[src/rtl/swkey_pkg.sv]
package swkey_pkg;
  localparam int MIX_BIT      = 0;
  localparam int LOCK_BIT     = 16;
  localparam int BLK_SYM_BIT  = 0;
  localparam int BLK_ASYM_BIT = 16;

  typedef enum logic [2:0] {
    RG_NONE,
    RG_SYM,
    RG_ASYM,
    RG_RNG,
    RG_RDC
  } region_e;
endpackage

[src/rtl/swkey_order_trk.sv]
module swkey_order_trk #(
  parameter int KW = 8,
  localparam int IW = $clog2(KW)
) (
  input  logic          clk_i,
  input  logic          rst_ni,
  input  logic          wr_i,
  input  logic [IW-1:0] idx_i,
  output logic          err_o,
  output logic          done_o
);
  localparam logic [IW-1:0] LAST = IW'(KW - 1);

  logic [IW-1:0] next_q;
  logic          err_q, done_q;

  always_ff @(posedge clk_i or negedge rst_ni) begin
    if (!rst_ni) begin
      next_q <= '0;
      err_q  <= 1'b0;
      done_q <= 1'b0;
    end else if (wr_i) begin
      if (idx_i == '0) begin
        // word 0 always restarts the sequence
        err_q  <= 1'b0;
        done_q <= 1'b0;
        next_q <= IW'(1);
      end else if (!err_q && !done_q && idx_i == next_q) begin
        done_q <= (idx_i == LAST);
        next_q <= (idx_i == LAST) ? '0 : next_q + IW'(1);
      end else begin
        err_q <= 1'b1;
      end
    end
  end

  assign err_o  = err_q;
  assign done_o = done_q;
endmodule

[src/rtl/swkey_sym_bank.sv]
module swkey_sym_bank #(
  parameter int KW = 8,
  parameter int DW = 32,
  localparam int IW = $clog2(KW)
) (
  input  logic             clk_i,
  input  logic             rst_ni,
  input  logic             wr_i,
  input  logic [IW-1:0]    wr_idx_i,
  input  logic [DW-1:0]    wdata_i,
  input  logic             rnd_valid_i,
  input  logic [IW-1:0]    rnd_idx_i,
  input  logic [DW-1:0]    rnd_data_i,
  input  logic             mix_i,
  output logic [KW*DW-1:0] words_o
);
  for (genvar g = 0; g < KW; g++) begin : g_word
    logic [DW-1:0] word_q;
    logic          bus_hit, rnd_hit;
    assign bus_hit = wr_i && (wr_idx_i == IW'(g));
    assign rnd_hit = rnd_valid_i && (rnd_idx_i == IW'(g));

    always_ff @(posedge clk_i or negedge rst_ni) begin
      if (!rst_ni)      word_q <= '0;
      else if (bus_hit) word_q <= wdata_i;
      else if (rnd_hit) word_q <= mix_i ? (word_q ^ rnd_data_i) : rnd_data_i;
    end

    assign words_o[g*DW +: DW] = word_q;
  end
endmodule

[src/rtl/swkey_asym_bank.sv]
module swkey_asym_bank #(
  parameter int KW = 8,
  parameter int DW = 32,
  localparam int IW = $clog2(KW)
) (
  input  logic          clk_i,
  input  logic          rst_ni,
  input  logic          wr_i,
  input  logic [IW-1:0] wr_idx_i,
  input  logic [DW-1:0] wdata_i,
  input  logic          rd_i,
  input  logic [IW-1:0] rd_idx_i,
  input  logic          blk_i,
  output logic [DW-1:0] rd_data_o
);
  logic [DW-1:0] word_q [KW];
  logic [KW-1:0] used_q;

  for (genvar g = 0; g < KW; g++) begin : g_word
    always_ff @(posedge clk_i or negedge rst_ni) begin
      if (!rst_ni) begin
        word_q[g] <= '0;
        used_q[g] <= 1'b0;
      end else if (wr_i && wr_idx_i == IW'(g)) begin
        word_q[g] <= wdata_i;
        used_q[g] <= 1'b0;
      end else if (rd_i && !blk_i && rd_idx_i == IW'(g)) begin
        used_q[g] <= 1'b1;
      end
    end
  end

  assign rd_data_o = (blk_i || used_q[rd_idx_i]) ? '0 : word_q[rd_idx_i];
endmodule

[src/rtl/swkey_ctl.sv]
module swkey_ctl (
  input  logic clk_i,
  input  logic rst_ni,
  input  logic rng_wr_i,
  input  logic rdc_wr_i,
  input  logic bit_lo_i,
  input  logic bit_hi_i,
  output logic mix_o,
  output logic lock_o,
  output logic blk_sym_o,
  output logic blk_asym_o
);
  always_ff @(posedge clk_i or negedge rst_ni) begin
    if (!rst_ni) begin
      mix_o      <= 1'b0;
      lock_o     <= 1'b0;
      blk_sym_o  <= 1'b0;
      blk_asym_o <= 1'b0;
    end else begin
      if (rng_wr_i) begin
        if (!lock_o)  mix_o  <= bit_lo_i;
        if (bit_hi_i) lock_o <= 1'b1;
      end
      if (rdc_wr_i) begin
        if (bit_lo_i) blk_sym_o  <= 1'b1;
        if (bit_hi_i) blk_asym_o <= 1'b1;
      end
    end
  end
endmodule

[src/rtl/swkey_bank.sv]
module swkey_bank
  import swkey_pkg::*;
#(
  parameter int KW     = 8,
  parameter int DW     = 32,
  parameter int ADDR_W = 7,
  localparam int IW    = $clog2(KW)
) (
  input  logic             clk_i,
  input  logic             rst_ni,
  input  logic             req_i,
  input  logic             we_i,
  input  logic [ADDR_W-1:0] addr_i,
  input  logic [DW-1:0]    wdata_i,
  output logic [DW-1:0]    rdata_o,
  output logic             rvalid_o,
  input  logic             rnd_valid_i,
  input  logic [IW-1:0]    rnd_idx_i,
  input  logic [DW-1:0]    rnd_data_i,
  output logic [KW*DW-1:0] skey_o,
  output logic             skey_valid_o
);
  localparam int WAW = ADDR_W - 2;
  localparam logic [WAW-1:0] ASYM_LO = WAW'(KW);
  localparam logic [WAW-1:0] ASYM_HI = WAW'(2 * KW);
  localparam logic [WAW-1:0] RNG_W   = WAW'(2 * KW + 2);
  localparam logic [WAW-1:0] RDC_W   = WAW'(2 * KW + 3);

  logic [WAW-1:0] widx, asym_off;
  logic [IW-1:0]  sym_idx, asym_idx;
  region_e        region;
  logic           wr, rd;

  assign widx     = addr_i[ADDR_W-1:2];
  assign asym_off = widx - ASYM_LO;
  assign sym_idx  = widx[IW-1:0];
  assign asym_idx = asym_off[IW-1:0];
  assign wr       = req_i && we_i;
  assign rd       = req_i && !we_i;

  always_comb begin
    region = RG_NONE;
    if (addr_i[1:0] == 2'b00) begin
      if (widx < ASYM_LO)                         region = RG_SYM;
      else if (widx < ASYM_HI)                    region = RG_ASYM;
      else if (widx == RNG_W)                     region = RG_RNG;
      else if (widx == RDC_W)                     region = RG_RDC;
    end
  end

  logic mix, rng_lock, blk_sym, blk_asym;
  logic seq_err, seq_done;
  logic [KW*DW-1:0] sym_words;
  logic [DW-1:0]    asym_rdata;

  swkey_ctl u_ctl (
    .clk_i      (clk_i),
    .rst_ni     (rst_ni),
    .rng_wr_i   (wr && region == RG_RNG),
    .rdc_wr_i   (wr && region == RG_RDC),
    .bit_lo_i   (wdata_i[MIX_BIT]),
    .bit_hi_i   (wdata_i[LOCK_BIT]),
    .mix_o      (mix),
    .lock_o     (rng_lock),
    .blk_sym_o  (blk_sym),
    .blk_asym_o (blk_asym)
  );

  swkey_order_trk #(.KW(KW)) u_trk (
    .clk_i  (clk_i),
    .rst_ni (rst_ni),
    .wr_i   (wr && region == RG_SYM),
    .idx_i  (sym_idx),
    .err_o  (seq_err),
    .done_o (seq_done)
  );

  swkey_sym_bank #(.KW(KW), .DW(DW)) u_sym (
    .clk_i       (clk_i),
    .rst_ni      (rst_ni),
    .wr_i        (wr && region == RG_SYM),
    .wr_idx_i    (sym_idx),
    .wdata_i     (wdata_i),
    .rnd_valid_i (rnd_valid_i),
    .rnd_idx_i   (rnd_idx_i),
    .rnd_data_i  (rnd_data_i),
    .mix_i       (mix),
    .words_o     (sym_words)
  );

  swkey_asym_bank #(.KW(KW), .DW(DW)) u_asym (
    .clk_i     (clk_i),
    .rst_ni    (rst_ni),
    .wr_i      (wr && region == RG_ASYM),
    .wr_idx_i  (asym_idx),
    .wdata_i   (wdata_i),
    .rd_i      (rd && region == RG_ASYM),
    .rd_idx_i  (asym_idx),
    .blk_i     (blk_asym),
    .rd_data_o (asym_rdata)
  );

  logic [DW-1:0] rd_mux, rdata_q;
  logic          rvalid_q;

  always_comb begin
    rd_mux = '0;
    unique case (region)
      RG_SYM:  rd_mux = (blk_sym || seq_err) ? '0 : sym_words[sym_idx*DW +: DW];
      RG_ASYM: rd_mux = asym_rdata;
      RG_RNG: begin
        rd_mux[MIX_BIT]  = mix;
        rd_mux[LOCK_BIT] = rng_lock;
      end
      RG_RDC: begin
        rd_mux[BLK_SYM_BIT]  = blk_sym;
        rd_mux[BLK_ASYM_BIT] = blk_asym;
      end
      default: rd_mux = '0;
    endcase
  end

  always_ff @(posedge clk_i or negedge rst_ni) begin
    if (!rst_ni) begin
      rdata_q  <= '0;
      rvalid_q <= 1'b0;
    end else begin
      rvalid_q <= rd;
      if (rd) rdata_q <= rd_mux;
    end
  end

  assign rdata_o      = rdata_q;
  assign rvalid_o     = rvalid_q;
  assign skey_valid_o = seq_done && !seq_err;
  assign skey_o       = skey_valid_o ? sym_words : '0;
endmodule

[config.mk]
export PLATFORM = sky130hd
export DESIGN_NAME = swkey_bank
export DESIGN_NICKNAME = d
export VERILOG_FILES = /design/src/rtl/swkey_pkg.sv /design/src/rtl/swkey_order_trk.sv /design/src/rtl/swkey_sym_bank.sv /design/src/rtl/swkey_asym_bank.sv /design/src/rtl/swkey_ctl.sv /design/src/rtl/swkey_bank.sv
export SDC_FILE = /design/constraint.sdc
export NUM_CORES = 1
export LEC_CHECK = 0
export ABC_AREA = 0
export BUFFER_PORTS_ARGS = -buffer_cell sky130_fd_sc_hd__buf_2
export CAP_MARGIN = 20
export CORE_ASPECT_RATIO = 1.5
export CORE_MARGIN = 2
export CORE_UTILIZATION = 50
export CTS_BUF_LIST = sky130_fd_sc_hd__clkbuf_8
export DETAILED_ROUTE_END_ITERATION = 7
export PLACE_DENSITY = 0.71
export REMOVE_ABC_BUFFERS = 1
export SYNTH_ARGS = -nofsm -noshare
export SYNTH_HDL_FRONTEND = slang
export SYNTH_SLANG_ARGS = --single-unit
[constraint.sdc]
create_clock -name clk_i -period 2.2 [get_ports clk_i]
set_clock_uncertainty 0.1 [all_clocks]
set_input_delay 0.11 -clock clk_i [delete_from_list [all_inputs] [get_ports clk_i]]
set_output_delay 0.11 -clock clk_i [all_outputs]
set_load 0.02 [all_outputs]
==> impl_metrics.csv <==
group,metric,value,unit
run_status,status,"complete, but fails checks",
run_status,failed_checks,"setup timing",
final_layout,fin_cells,4436,
routing,drt_first_pass_iters,8,
routing,drc,0,
logic_synthesis,synthesis.area_per_instance,10.0,um2
routing,first_iter_violations,3441,
global_route,grt-ovfl-total,0,
routing,ant_nets,0,
sta,timing.fmax,431,MHz
worst_hold_path,holdPathStages,5,
routing,routed_wl,121000,um
setup_path,r2r_cells,6,
sta,grt_setup_unrepaired,"yes",
power_and_ir_drop,power,32.6,mW
floorplanning,die_w,210,um
logic_synthesis,ys_seq_area_share,44.4,%
floorplanning,die_area,65400,um2
final_layout,finalNetCount,3642,
final_layout,final_common_cell,"dfrtp_1",
setup_path,critical_path.top_delay_family,"buffers and inverters",
clock_network,cts-root-buf,"clkbuf_8",
clock_network,clk_pin_slew_worst_paths,0.06,ns
place,portBuffers,368,
place,dp.cells,4118,
place,dpl.hpwl,70700,um
global_route,grt_pass1_wl,171000,um
clock_network,cts.path.max_buffers,3,
sta,fin_tns_setup,-9.39,ns
sta,worst_slew_margin_rel,55.2,%
place,postPlaceCellArea,34800,um2
setup_path,path_buf_inv,4,
setup_path,endpoint_kind,"output pin",
worst_hold_path,whs_endpoint,"u_sym.g_word[2].word_q[0]",
clock_network,cts.sinks,562,
sta,hold_viol_final,0,
logic_synthesis,synth-edff-count,0,
setup_path,crit_arrival,2.11,ns
logic_synthesis,yosys.area.top_type,"dfrtp_1",
power_and_ir_drop,power_density,812,nW/um2
global_route,grt_max_degree,82,
sta,report.final.slew_viol_count,0,
setup_path,critPathLaunch,"u_trk.err_o",
power_and_ir_drop,power.leakage,17.7,nW
logic_synthesis,syn_area,31700,um2
final_layout,postLayoutCoreUtil,63.6,%
sta,finalWorstSetupSlack,-0.121,ns
setup_path,slowest_delay,0.43,ns
setup_path,cp_cell_sequence,"nor2_4 -> buf_12 -> buf_12 -> buf_16 -> and2_1 -> buf_6",
floorplanning,io_pins,369,
setup_path,required,1.99,ns
clock_network,cts_tree,"built",
flow_run,maxCapViolations,0,
setup_path,path_class,"reg2out",
final_layout,stdcell_area,40100,um2
setup_path,crit_path_frequent_cell,"buf_12",
sta,fin_crit_sh,105,%
setup_path,timing.rr.start,"u_ctl.mix_o",
logic_synthesis,synthTopCellsByArea,"dfrtp_1 (44%), mux2_2 (10%), mux4_2 (8.8%), a21oi_1 (7.6%), nand2_1 (6.6%)",
place,gp_congestion,0.875,
setup_path,r2r-end,"u_sym.g_word[0].word_q[3]",
logic_synthesis,yosys_register_bits,562,
global_route,antenna_found_initial,6,
logic_synthesis,yosysUniqueCellTypes,56,
worst_hold_path,hold_start,"rnd_valid_i",
power_and_ir_drop,peakVddDrop,0.909,mV
clock_network,cts_made_buffers,87,
floorplanning,start_util,50.2,%
sta,worst_pin_slew,0.672,ns
setup_path,crit_fanout,19,
routing,vias,29000,
sta,min_period,2.32,ns
logic_synthesis,ys.flop_type,"dfrtp_1",
final_layout,layout_common_cells,"dfrtp_1 (560), nand2_1 (550), a21oi_1 (479)",
logic_synthesis,ys_warn_count,0,
final_layout,area_delta_synth_final,26.6,%
setup_path,slowest_stage,"dfrtp_2",
routing,wl_per_cell,27.2,um
routing,avgViaCountPerCell,6.53,
floorplanning,dieHeight,312,um
global_route,track_usage,34.2,%
final_layout,fillers,4874,
sta,setup_viol,188,
clock_network,worst_skew_pair.late_latency,0.73,ns
setup_path,startpoint_type,"flop",
floorplanning,fp-row-count,113,
global_route,first_global_vias,28300,
clock_network,htreeDepth,3,
logic_synthesis,synth_top_area_share,44.4,%
setup_path,r2r_setup_slack,0.04,ns
logic_synthesis,synthArstFlopShare,100,%
logic_synthesis,synthCells,3169,
worst_hold_path,hold_path_class,"in2reg",
floorplanning,core,63100,um2
final_layout,layout-drive-gt1-share,35.5,%
## logic make-up (layout without fill, tap and decap cells)
family                   Yosys count  in the layout  synth area share [%]
AND/OR/NAND/NOR                  981            981                  15.0
AO/OA/AOI/OAI                    850            850                  16.4
flip-flops                       562            562                  44.4
multiplexers                     427            427                  19.6
buffers and inverters            346            804                  4.58
XOR/XNOR                           2              2                0.0553
adder cells (fa/ha/maj)            1              1                0.0395
other                              0              4                     0
## metal layers
layer  up-vias  global-route usage (%)  part of all wire (%)
met5         -                       0                 0.011
met4         2                    19.4                   7.1
met3       535                    6.46                    10
met2      2025                    55.6                    47
met1     14300                    43.0                    36
li1      12100                       -                     -
## Yosys cell counts, types with 2 or more instances
cell type and instances:
mux2_2 281, nand3_1 30, buf_4 7, o21ai_1 4, mux2_1 14, buf_2 95, nor2_2 7, nor4_1 2
nor3_2 2, a31o_2 3, a2bb2oi_1 2, mux2i_1 8, or3_1 4, a22oi_1 31, nor3_4 4, o31ai_1 235
mux4_2 124, o21a_1 22, a222oi_1 16, buf_1 65, a32oi_1 2, dfrtp_1 562, nand2_1 556, and2_1 286
inv_1 3, nor4b_1 2, xor2_1 2, clkbuf_1 175, and3_1 5, or2_2 30, and2_0 3, o21ai_0 21
o221ai_1 21, nor2_1 22, nand2b_1 9, a31oi_1 5, nand4_1 3, nand3b_1 2, a21oi_1 479, nor3_1 3
nor2b_1 7
## sequential cells by signal (all words and copies together), names as in the netlist, 3 cells and up
name,cells
u_trk.next_q,3
u_asym.used_q,8
u_asym.word_q,256
rdata_o,32
u_sym.g_word.word_q,256
## per-stage QoR
stage	hold WS (ns)	setup slack [ns]
5_1_grt	0.0694	-0.169
6_report	0.0397	-0.121
2_1_floorplan	-0.286	-4.24
4_1_cts	0.000880	-0.113
3_3_place_gp	-0.0400	0.0647
3_5_place_dp	-0.0463	0.0666
## tightest hold or removal path: cells and delay by family
kind	cells	cell delay [ns]
buffers and inverters	1	0.16
AOI/OAI and AO/OA	1	0.08
and+or+nand+nor	3	0.45
## worst max path at each step
stage	end	slack (ns)	cells after the start
finish	skey_o[174]	-0.12	6
global placement	rdata_o[9]	0.06	6
global route	skey_o[174]	-0.17	6
detailed placement	rdata_o[9]	0.07	6
floorplan	skey_o[0]	-4.24	3
CTS	skey_o[218]	-0.11	7
## where the power goes
part | total [mW] | switching [mW] | leakage, nW | internal [mW]
combinational | 9.36 | 4.67 | 9.31 | 4.69
clock | 10.0 | 4.48 | 1.08 | 5.52
sequential | 13.2 | 1.60 | 7.33 | 11.6
## cell type report
| type | count | area, um2 | area share, % |
|---|---|---|---|
| timing repair buffer | 647 | 6430 | 16.0 |
| tap | 805 | 1010 | 2.51 |
| clock inverter | 49 | 494 | 1.23 |
| sequential | 562 | 14100 | 35.1 |
| antenna | 4 | 10.0 | 0.0250 |
| inverter | 3 | 11.3 | 0.0281 |
| clock buffer | 105 | 1450 | 3.60 |
| multi-input combinational | 2261 | 16600 | 41.5 |
## timing repair
item                                    CTS  global route
pin swaps                                 1             6
buffers inserted                         11            21
setup endpoints to repair               214           276
gates cloned                              8            19
hold buffers                            103             0
endpoints found under the hold margin  1093             0
resized for setup                       275           233
Power figures use the tool's default switching activity.
